## src/rtl/pwm_steer_pkg.sv

```systemverilog
package pwm_steer_pkg;

    typedef enum logic [1:0] {
        ST_HOLD  = 2'd0,
        ST_BLANK = 2'd1,
        ST_PULSE = 2'd2,
        ST_SPENT = 2'd3
    } steer_state_t;

endpackage

```

## src/rtl/pwm_sync2.sv

```systemverilog
module pwm_sync2 #(
    parameter int            W       = 1,
    parameter logic [W-1:0]  RST_VAL = '0
) (
    input  logic         clk,
    input  logic         arst_n,
    input  logic [W-1:0] d_i,
    output logic [W-1:0] q_o
);

    logic [W-1:0] meta_q;
    logic [W-1:0] stab_q;

    always_ff @(posedge clk or negedge arst_n) begin
        if (!arst_n) begin
            meta_q <= RST_VAL;
            stab_q <= RST_VAL;
        end else begin
            meta_q <= d_i;
            stab_q <= meta_q;
        end
    end

    assign q_o = stab_q;

endmodule

```

## src/rtl/pwm_period_ctr.sv

```systemverilog
module pwm_period_ctr #(
    parameter int PERIOD = 32,
    parameter int CW     = 6
) (
    input  logic          clk,
    input  logic          arst_n,
    input  logic          sync_s_n,
    output logic [CW-1:0] cnt_o,
    output logic [CW-1:0] cnt_next_o,
    output logic          start_next_o
);

    localparam logic [CW-1:0] LAST = CW'(PERIOD - 1);

    logic [CW-1:0] cnt_q;
    logic          sync_prev_q;
    logic          restart;

    always_ff @(posedge clk or negedge arst_n) begin
        if (!arst_n) begin
            cnt_q       <= '0;
            sync_prev_q <= 1'b1;
        end else begin
            cnt_q       <= cnt_next_o;
            sync_prev_q <= sync_s_n;
        end
    end

    // falling edge of the synchronized sync line forces a new period
    assign restart = sync_prev_q & ~sync_s_n;

    always_comb begin
        if (restart || (cnt_q == LAST)) cnt_next_o = '0;
        else                            cnt_next_o = cnt_q + 1'b1;
    end

    assign start_next_o = (cnt_next_o == '0);
    assign cnt_o        = cnt_q;

    AST_CNT_IN_RANGE: assert property (@(posedge clk) disable iff (!arst_n)
        cnt_q <= LAST);
    AST_SYNC_RESTART: assert property (@(posedge clk) disable iff (!arst_n)
        restart |=> (cnt_q == '0));

endmodule

```

## src/rtl/pwm_softstart.sv

```systemverilog
module pwm_softstart #(
    parameter int PERIOD  = 32,
    parameter int SS_STEP = 4,
    parameter int CW      = 6
) (
    input  logic          clk,
    input  logic          arst_n,
    input  logic          run_i,
    input  logic          start_i,
    input  logic [CW-1:0] duty_cmd_i,
    output logic [CW-1:0] duty_eff_o
);

    localparam logic [CW-1:0] SS_TOP = CW'(PERIOD);
    localparam logic [CW-1:0] SS_INC = CW'(SS_STEP);

    logic [CW-1:0] ramp_q;

    always_ff @(posedge clk or negedge arst_n) begin
        if (!arst_n) begin
            ramp_q <= '0;
        end else if (!run_i) begin
            ramp_q <= '0;
        end else if (start_i) begin
            if (ramp_q >= SS_TOP - SS_INC) ramp_q <= SS_TOP;
            else                           ramp_q <= ramp_q + SS_INC;
        end
    end

    assign duty_eff_o = (duty_cmd_i < ramp_q) ? duty_cmd_i : ramp_q;

    AST_SS_NO_DROP: assert property (@(posedge clk) disable iff (!arst_n)
        (run_i && $past(run_i)) |-> (ramp_q >= $past(ramp_q)));
    AST_SS_CLEARED: assert property (@(posedge clk) disable iff (!arst_n)
        !run_i |=> (ramp_q == '0));

endmodule

```

## src/rtl/pwm_steer_fsm.sv

```systemverilog
module pwm_steer_fsm
    import pwm_steer_pkg::*;
#(
    parameter int CW = 6
) (
    input  logic          clk,
    input  logic          arst_n,
    input  logic          run_i,
    input  logic          ilim_i,
    input  logic          start_i,
    input  logic [CW-1:0] cnt_i,
    input  logic [CW-1:0] cnt_next_i,
    input  logic [CW-1:0] dead_i,
    input  logic [CW-1:0] duty_i,
    output logic          out_a_o,
    output logic          out_b_o
);

    steer_state_t state_q;
    steer_state_t state_d;
    logic         last_b_q;   // 1: the most recent pulse went to driver B
    logic         window_open;
    logic         window_over;
    logic         pulse_on;

    assign window_open = (cnt_next_i >= dead_i) && (cnt_next_i < duty_i);
    assign window_over = (cnt_next_i >= duty_i);

    always_comb begin
        state_d = state_q;
        if (!run_i) begin
            state_d = ST_HOLD;
        end else begin
            unique case (state_q)
                ST_HOLD:  if (start_i) state_d = ST_BLANK;
                ST_BLANK: begin
                    if (start_i)          state_d = ST_BLANK;
                    else if (ilim_i)      state_d = ST_SPENT;
                    else if (window_open) state_d = ST_PULSE;
                    else if (window_over) state_d = ST_SPENT;
                end
                ST_PULSE: begin
                    if (start_i)                    state_d = ST_BLANK;
                    else if (ilim_i || window_over) state_d = ST_SPENT;
                end
                ST_SPENT: if (start_i) state_d = ST_BLANK;
            endcase
        end
    end

    // state register and steering memory
    always_ff @(posedge clk or negedge arst_n) begin
        if (!arst_n) begin
            state_q  <= ST_HOLD;
            last_b_q <= 1'b1;
        end else begin
            state_q <= state_d;
            if ((state_d == ST_PULSE) && (state_q != ST_PULSE))
                last_b_q <= ~last_b_q;
        end
    end

    // driver outputs
    always_comb begin
        out_a_o = (state_q == ST_PULSE) && !last_b_q;
        out_b_o = (state_q == ST_PULSE) &&  last_b_q;
    end

    assign pulse_on = out_a_o | out_b_o;

    AST_ONE_SIDE: assert property (@(posedge clk) disable iff (!arst_n)
        !(out_a_o && out_b_o));
    AST_ZERO_COUNT_LOW: assert property (@(posedge clk) disable iff (!arst_n)
        (cnt_i == '0) |-> !pulse_on);
    AST_NO_RETRIGGER: assert property (@(posedge clk) disable iff (!arst_n)
        ((state_q == ST_SPENT) && !start_i) |=> (state_q != ST_PULSE));
    AST_ILIM_CUT: assert property (@(posedge clk) disable iff (!arst_n)
        ilim_i |=> !pulse_on);
    AST_HOLD_OFF: assert property (@(posedge clk) disable iff (!arst_n)
        !run_i |=> !pulse_on);
    AST_LATE_START: assert property (@(posedge clk) disable iff (!arst_n)
        $rose(pulse_on) |-> (cnt_i >= $past(dead_i)));
    AST_DUTY_END: assert property (@(posedge clk) disable iff (!arst_n)
        pulse_on |-> (cnt_i < $past(duty_i)));

endmodule

```

## src/rtl/pwm_pushpull_ctrl.sv

```systemverilog
module pwm_pushpull_ctrl #(
    parameter  int PERIOD  = 32,
    parameter  int SS_STEP = 4,
    localparam int CW      = $clog2(PERIOD) + 1
) (
    input  logic          clk,
    input  logic          arst_n,
    input  logic          shutdown_n,
    input  logic          restart_n,
    input  logic          sync_n,
    input  logic          supply_low,
    input  logic          ilim,
    input  logic [CW-1:0] duty_cmd,
    input  logic [CW-1:0] dead_cmd,
    output logic          drv_a,
    output logic          drv_b
);

    // bit order: shutdown_n, restart_n, sync_n, supply_low, ilim
    localparam logic [4:0] ASYNC_RST = 5'b11110;

    logic [4:0]    async_s;
    logic          shdn_s_n;
    logic          rst_s_n;
    logic          sync_s_n;
    logic          low_s;
    logic          ilim_s;
    logic          run;
    logic [CW-1:0] cnt;
    logic [CW-1:0] cnt_next;
    logic          start_next;
    logic [CW-1:0] duty_eff;

    pwm_sync2 #(.W(5), .RST_VAL(ASYNC_RST)) u_sync (
        .clk    (clk),
        .arst_n (arst_n),
        .d_i    ({shutdown_n, restart_n, sync_n, supply_low, ilim}),
        .q_o    (async_s)
    );

    assign {shdn_s_n, rst_s_n, sync_s_n, low_s, ilim_s} = async_s;
    assign run = shdn_s_n & rst_s_n & ~low_s;

    pwm_period_ctr #(.PERIOD(PERIOD), .CW(CW)) u_ctr (
        .clk          (clk),
        .arst_n       (arst_n),
        .sync_s_n     (sync_s_n),
        .cnt_o        (cnt),
        .cnt_next_o   (cnt_next),
        .start_next_o (start_next)
    );

    pwm_softstart #(.PERIOD(PERIOD), .SS_STEP(SS_STEP), .CW(CW)) u_ss (
        .clk        (clk),
        .arst_n     (arst_n),
        .run_i      (run),
        .start_i    (start_next),
        .duty_cmd_i (duty_cmd),
        .duty_eff_o (duty_eff)
    );

    pwm_steer_fsm #(.CW(CW)) u_fsm (
        .clk        (clk),
        .arst_n     (arst_n),
        .run_i      (run),
        .ilim_i     (ilim_s),
        .start_i    (start_next),
        .cnt_i      (cnt),
        .cnt_next_i (cnt_next),
        .dead_i     (dead_cmd),
        .duty_i     (duty_eff),
        .out_a_o    (drv_a),
        .out_b_o    (drv_b)
    );

    AST_SUPPLY_HOLD: assert property (@(posedge clk) disable iff (!arst_n)
        low_s |=> !(drv_a || drv_b));

endmodule

```

## config.mk

```make
export PLATFORM = sky130hd
export DESIGN_NAME = pwm_pushpull_ctrl
export DESIGN_NICKNAME = d
export VERILOG_FILES = /design/src/rtl/pwm_steer_pkg.sv /design/src/rtl/pwm_sync2.sv /design/src/rtl/pwm_period_ctr.sv /design/src/rtl/pwm_softstart.sv /design/src/rtl/pwm_steer_fsm.sv /design/src/rtl/pwm_pushpull_ctrl.sv
export SDC_FILE = /design/constraint.sdc
export NUM_CORES = 1
export LEC_CHECK = 0
export ABC_AREA = 1
export CAP_MARGIN = 40
export CORE_MARGIN = 2
export CORE_UTILIZATION = 28
export DETAILED_ROUTE_END_ITERATION = 6
export DONT_BUFFER_PORTS = 1
export PLACE_DENSITY_LB_ADDON = 0.25
export SLEW_MARGIN = 5
export SYNTH_ARGS = -nofsm -noshare
export SYNTH_HDL_FRONTEND = slang
export SYNTH_SLANG_ARGS = --single-unit
```

## constraint.sdc

```tcl
create_clock -name clk -period 2.97 [get_ports clk]
set_input_delay 0.1485 -clock clk [delete_from_list [all_inputs] [get_ports clk]]
set_output_delay 0.1485 -clock clk [all_outputs]
set_load 0.05 [all_outputs]
```

# --- After elaboration in Yosys (flattened, before gate mapping) ---
# Index checks and enable logic that the tools add are counted.
totals:
  elab_cells: 51
  output_inout_bits: 2
  regBits: 26
classes:
  n_bitwise: 6
  muxes: 14
  n_lt_le_gt_ge: 5
  n_reduce_logical: 10
  addsub: 2
  eq_ne: 7
op_table:
  columns: ["op", "n"]
  rows:
  - ["$mux 6", 5]
  - ["$mux 2", 8]
  - ["$ge 6x6->1", 2]
  - ["$lt 6x6->1", 2]
  - ["$add 6x1->6 const B", 1]
  - ["$add 6x3->6 const B", 1]
  - ["$eq 2x2->1 const B", 3]
  - ["$eq 6x5->1 const B", 1]
  - ["$ge 6x5->1 const B", 1]
  - ["$logic_not 6->1", 1]
  - ["$pmux 2 s3", 1]
  - ["$logic_and 1x1->1", 4]
  - ["$ne 2x2->1 const B", 2]
  - ["$and 1x1->1", 3]
  - ["$not 1->1", 3]
  - ["$eq 2x1->1 const B", 1]
  - ["$logic_not 2->1", 1]
  - ["$logic_or 1x1->1", 2]
  - ["$reduce_or 2->1", 1]
  - ["$logic_not 1->1", 1]

# --- Depth between registers and ports, before layout ---
depth:
  depth_word: 13
  depth_mapped: 22
  depth_no_buf: 22

# --- Hierarchy ---
# Synthesis repeated with hierarchy kept, for this count alone.
hier_totals:
  hier_cells: 222
  hier_area_um2: 1652.8
modules_own_cells:
  columns: ["mod", "area_per_inst_um2", "n_inst", "cells_per_inst"]
  rows:
  - ["pwm_steer_fsm", 610.6, 1, 103]
  - ["pwm_softstart", 400.4, 1, 58]
  - ["pwm_period_ctr", 371.6, 1, 49]
  - ["pwm_sync2", 260.2, 1, 10]
  - ["pwm_pushpull_ctrl", 10.0, 1, 2]

# --- Worst setup path after synthesis ---
# OpenSTA, ideal clock, no wires.
synth_timing:
  path_kind: "reg-to-reg"
  from: "register u_ss.ramp_q[3]"
  to: "register u_fsm.last_b_q"
  stages_incl_launch_ff: 20
  t_arrival_ps: 2469
  setup_time_ps: 76
  setup_slack_ps: 425
  path_cell_list: "dfrtp_1 -> inv_1 -> ha_1 -> a21oi_1 -> nand3b_1 -> nand3_1 -> o21ai_0 -> ha_1 -> nand2_1 -> nor2_1 -> nand2_1 -> inv_2 -> nor2_1 -> nand3_1 -> nand2_1 -> nor2_8 -> nor2_4 -> nand3_2 -> nand2_1 -> nand2_1"
synth_between:
  elab_chain_len: 11
  word_cells_on_any_way: 16
synth_lines:
  columns: ["item", "line", "source"]
  rows:
  - ["start, declared", "pwm_softstart.sv:17", "logic [CW-1:0] ramp_q;"]
  - ["start signal, assigned", "pwm_softstart.sv:26", "else ramp_q <= ramp_q + SS_INC;"]
  - ["$lt 6x6->1", "pwm_softstart.sv:30", "assign duty_eff_o = (duty_cmd_i < ramp_q) ? duty_cmd_i : ramp_q;"]
  - ["$mux 6 *", "pwm_softstart.sv:30", null]
  - ["$ge 6x6->1 or $lt 6x6->1 (tied branches)", "pwm_steer_fsm.sv:27, pwm_steer_fsm.sv:26", null]
  - ["$mux 2 or $logic_and 1x1->1 (tied branches)", "pwm_steer_fsm.sv:40, pwm_steer_fsm.sv:26", null]
  - ["$mux 2", "pwm_steer_fsm.sv:39", "else if (window_open) state_d = ST_PULSE;"]
  - ["$mux 2", "pwm_steer_fsm.sv:38", "else if (ilim_i) state_d = ST_SPENT;"]
  - ["$mux 2", "pwm_steer_fsm.sv:37", "if (start_i) state_d = ST_BLANK;"]
  - ["$pmux 2 s3 *", "pwm_steer_fsm.sv:34", "unique case (state_q)"]
  - ["$mux 2 *", "pwm_steer_fsm.sv:31", "if (!run_i) begin"]
  - ["via u_fsm.state_d[1]", "pwm_steer_fsm.sv:20", "steer_state_t state_d;"]
  - ["$eq 2x2->1 *", "pwm_steer_fsm.sv:58", "if ((state_d == ST_PULSE) && (state_q != ST_PULSE))"]
  - ["$logic_and 1x1->1 *", "pwm_steer_fsm.sv:58", null]
  - ["end signal, assigned", "pwm_steer_fsm.sv:59", "last_b_q <= ~last_b_q;"]
  - ["end, declared", "pwm_steer_fsm.sv:21", "logic last_b_q;"]
# Mark *: on every way through the listed nets, which the timed path passes. The rest lies on a longest branch.
# A chain may end at the register's enable or synchronous reset.

# --- Worst setup path after layout ---
layout_timing:
  from: "register u_ss.ramp_q[3]"
  to: "register u_fsm.last_b_q"
layout_between:
  elab_chain_len: 11
  word_cells_on_any_way: 16
layout_lines:
  columns: ["item", "line"]
  rows:
  - ["$lt 6x6->1", "pwm_softstart.sv:30"]
  - ["$mux 6 *", "pwm_softstart.sv:30"]
  - ["$ge 6x6->1 or $lt 6x6->1 (tied branches)", "pwm_steer_fsm.sv:27, pwm_steer_fsm.sv:26"]
  - ["$mux 2 or $logic_and 1x1->1 (tied branches)", "pwm_steer_fsm.sv:40, pwm_steer_fsm.sv:26"]
  - ["$mux 2", "pwm_steer_fsm.sv:39"]
  - ["$mux 2", "pwm_steer_fsm.sv:38"]
  - ["$mux 2", "pwm_steer_fsm.sv:37"]
  - ["$pmux 2 s3 *", "pwm_steer_fsm.sv:34"]
  - ["$mux 2 *", "pwm_steer_fsm.sv:31"]
  - ["$eq 2x2->1 *", "pwm_steer_fsm.sv:58"]
  - ["$logic_and 1x1->1 *", "pwm_steer_fsm.sv:58"]
# Mark *: on every way between the ends. The rest lies on a longest branch, timed or not.

==> results.md <==
- TritonCTS built the clock tree.
- Routability-driven placement finished with a final weighted congestion of 0.744.
- The transition time of the tightest slew-check pin is 875 ps.
- In this run the remaining antenna-violating nets after routing total 0.
- The internal cell power is 687 uW.
- After detailed placement, the design holds a cell count of 268.
- The data required time of the critical path is 3170 ps.
- The worst-skew pair later-pin latency is 260 ps.
- Setup violations remaining at the end of the flow were counted as 0.
- The design area is 1920 sq um.
- The number of clock buffers inserted by TritonCTS is 3.
- The number of antenna diodes is 0.
- Measured along the x axis, the die boundary spans 80.3 um.
- The largest area contributor in the synthesized netlist is dfrtp_1.
- The remaining routing DRC violations is 0.
- The total overflow reported by the global router is 0.
- The total length of routed wires is 3.08 mm.
- The final standard cell count with taps included and fillers excluded is 280.
- The floorplan step set the die height to 80.3 um.
- The arrival time of the worst setup path is 2900 ps.
- The flow ran to the end, and the final reports show no timing, DRC or antenna violations.
- The via-per-instance ratio is 4.36.
- The setup skew after layout is 2.65 ps.
- In the final layout, the share of cells above drive strength 1 is 21.2%.
- The power density over the cells is 536 nW/um^2.
- The highest cell delay on the worst timing path is 410 ps.
- The number of pins with negative max-slew slack in the final report is 0.
- The post-synthesis area per instance is 8.37 sq um.
- The largest fanout of any net on the critical path is 9.
- The H-tree depth reported by CTS is 1.
- The post-route clock period utilization is 90.8%.
- The number of nets at the end of the flow is 249.
- Global routing used 11.0% of the available tracks across all layers.
- Compared with the post-synthesis result, the final layout area differs by 17.4%.
- The maximum count of clock buffers along a single path is 2.
- The worst setup path is launched from a flop.
- For this run, the register share of the synthesized area comes to 37.6%.
- The number of global-route vias before repair is 1233.
- The worst min-delay path class is in2async.
- The largest individual stage delay along the critical path comes from the cell dfrtp_1.
- The buffer and inverter count on the worst path is 2.
- Synthesis inferred 24 register bits.
- After clock tree synthesis, the clock-pin slew on the worst setup and hold paths is 80 ps.
- By area the synthesized netlist is led by dfrtp_1, dfstp_2, ha_1.
- The most numerous cell type found on the critical path is nand2_1.
- The top cell type's share of synthesized area is 21.5%.
- IR analysis of the VDD net gives a maximum drop of 324 uV.
- The tightest slew margin relative to the limit is 41.5%.
- Synthesis handed over a netlist of 195 instances.
- The die covers 6450 sq um.
- The clock network fraction of total power is 27.4%.
- The count of vias placed by the detailed router is 1221.
- The analysis attributes to net switching a power of 340 uW.
- The kind of cell adding the most delay to the critical path is simple AND/OR/NAND/NOR gates.
- The type of the setup path with the least slack is reg2reg.
- The final hold violation count is 0.
- The detailed router's first-iteration violation count is 40.
- The highest clock frequency the design can meet is 371 MHz.
- The estimated wirelength of the detail-placed design is 2.50 mm.
- The area of the placeable core is 5570 sq um.
- STA classifies the critical path endpoint as a flop.
- The maximum number of pins on one net before global-route repair is 25.
- The number of core rows is 27.
- Counting distinct cell types in the post-synthesis netlist gives 25.
- The analysis attributes to cell leakage a power of 0.984 nW.
- The Yosys step of the flow raised 0 warnings.
- The minimum period implied by the final worst setup slack is 2700 ps.
- The clock sink count is 24.
- 21 I/O pins were placed.
- The mean routed wirelength per cell is 11.0 um.
- After detailed placement, the total cell area comes to 1730 sq um.
- The part of the total power dissipated in combinational logic is 33.6%.
- The number of max-cap violations is 0.
- The signal on the critical path passes through inv_2 -> ha_1 -> a21oi_1 -> nand3b_1 -> nand3_4 -> nand2_1 -> o21ai_1 -> ha_1 -> nand2_1 -> inv_1 -> nand2_1 -> nand2_1 -> nor2_2 -> nand2_1 -> nand2_2 -> nand2_1 -> nand2_1 -> nand2_2 -> nand2_2 -> nand3_2 -> nand2_1 -> nand2_1.
- In this run switching power makes up 33.1% of total power.
- The count of buffers added on input and output ports is 0.
- At the end of the flow the core is filled with cells to 34.4%.
- Hold timing on the final database bottoms out at a slack of 287 ps.
- The clock tree root driver cell is clkbuf_8.
- The first-pass GRT wire length is 5.55 mm.
- After synthesis the cells add up to 1630 sq um.
- The number of nets in the synthesized netlist is 235.
- The initial antenna violation count is 0.
- The pre-antenna-repair detailed-routing pass consisted of 4 iterations.
- The relative contribution of sequential cells to total power is 39.0%.
- For this configuration, the core starts out at a cell density of 29.3%.
## cells in the mapped netlist
cell type and number:
nand2_1 44, inv_1 38, ha_1 21, dfrtp_1 14
nor2_1 12, dfstp_2 10, nand3_1 10, a21oi_1 8
nand2_2 6, nand4_1 5, o21ai_0 4, o21ai_1 4
nand2_4 3, nor2_4 3, inv_2 2, nand3b_1 2
a21oi_2 1, a221oi_2 1, nand3_2 1, nand3b_4 1
nor2_2 1, nor2_8 1, o21bai_4 1, or2_1 1
xnor2_1 1
## sequential cells by signal, indices dropped and copies added, names as in the netlist
name and flops:
u_ctr.cnt_o 6, u_sync.q_o 5, u_ctr.sync_prev_q 1, u_sync.meta_q 5, u_fsm.last_b_q 1, u_fsm.state_q 2, u_ss.ramp_q 4
## per-stage QoR
| stage | setup WS, ps | power [mW] | TNS [ps] |
|---|---|---|---|
| final | 274 | 1.03 | 0 |
| after global routing | -29.3 | 1.12 | -29.3 |
| after CTS | 49.3 | 1.03 | 0 |
| after detailed placement | 76.3 | 0.730 | 0 |
| after global placement | 192 | 0.725 | 0 |
| after floorplan | 425 | 0.668 | 0 |
## routing by layer
metal  GRT usage, %  vias up  routed length (um)
li1               -      641                   -
met4           1.53        0                  13
met1           14.2      559                1470
met5              0        -                   0
met3           3.48        2                 155
met2           18.3       19                1440
## worst reg2reg max path: cells and delay by family, from the launching register on
kind                       cells  cell delay (ps)
AOI/OAI and AO/OA              2              210
adders and majority gates      2              580
buffers and inverters          2              100
DFF                            1              410
and+or+nand+nor               16             1330
## layout make-up
| class | instances | area (sq um) |
|---|---|---|
| well taps | 72 | 90.1 |
| clock inverters | 1 | 30.0 |
| flip-flops and latches | 24 | 613 |
| inverters | 40 | 150 |
| multi-input cells | 131 | 888 |
| repair buffers | 9 | 103 |
| fillers | 568 | 3660 |
| clock buffers | 3 | 41.3 |
## final timing paths
kind	start	to	slack (ps)	depth (start not counted)
worst max-delay path	u_ss.ramp_q[3]$_DFFE_PN0P_	u_fsm.last_b_q$_DFFE_PN1P_	270	22
worst min-delay path	arst_n	u_ctr.cnt_o[5]$_DFF_PN0_	290	1
worst max register to register	u_ss.ramp_q[3]$_DFFE_PN0P_	u_fsm.last_b_q$_DFFE_PN1P_	270	22
worst min register to register	u_sync.meta_q[1]$_DFF_PN1_	u_sync.q_o[1]$_DFF_PN1_	360	0
max in group asynchronous	arst_n	u_sync.meta_q[1]$_DFF_PN1_	2150	2
min in group clk	u_sync.meta_q[1]$_DFF_PN1_	u_sync.q_o[1]$_DFF_PN1_	360	0
## cell usage in the layout, fill, tap and decap left out
| cell | netlist | final |
|---|---|---|
| nor2_2 | 1 | 2 |
| nand3b_4 | 1 | 1 |
| nand3_4 | 0 | 1 |
| or2_1 | 1 | 1 |
| xnor2_1 | 1 | 1 |
| clkbuf_8 | 0 | 3 |
| a221oi_2 | 1 | 1 |
| ha_1 | 21 | 21 |
| a21oi_1 | 8 | 8 |
| o21ai_1 | 4 | 6 |
| dfrtp_1 | 14 | 14 |
| o21ai_0 | 4 | 2 |
| nand2_2 | 6 | 8 |
| nor2_4 | 3 | 3 |
| dlygate4sd3_1 | 0 | 6 |
| nand4_1 | 5 | 5 |
| nor2_1 | 12 | 11 |
| buf_4 | 0 | 2 |
| nand3_2 | 1 | 1 |
| bufinv_16 | 0 | 1 |
| dfstp_2 | 10 | 10 |
| inv_2 | 2 | 4 |
| nor2_8 | 1 | 1 |
| buf_16 | 0 | 1 |
| inv_1 | 38 | 36 |
| nand2_1 | 44 | 42 |
| o21bai_4 | 1 | 1 |
| nand3b_1 | 2 | 2 |
| a21oi_2 | 1 | 1 |
| nand2_4 | 3 | 3 |
| nand3_1 | 10 | 9 |
## power groups by stage
stage	Combinational [mW]	Sequential (mW)	Clock (mW)
finish	0.345	0.401	0.281
global route	0.403	0.408	0.306
CTS	0.338	0.401	0.292
detailed placement	0.323	0.406	0
global placement	0.319	0.406	0
floorplan	0.268	0.399	0
## what timing repair did
action / CTS / global route
hold buffers: 6 / 0
resized for setup: 0 / 9
setup endpoints to repair: 0 / 3
setup buffers: 0 / 1
hold endpoints to repair: 29 / 0
## cells by family after synthesis
group | count (synthesis) | synth area share, %
AOI/OAI and AO/OA | 19 | 7.52
buffers and inverters | 40 | 9.20
adders and majority gates | 21 | 16.1
DFF | 24 | 37.6
and+or+nand+nor | 90 | 29.1
xor gates and xnor gates | 1 | 0.537
Note: power is estimated with default switching activity, not from simulation.
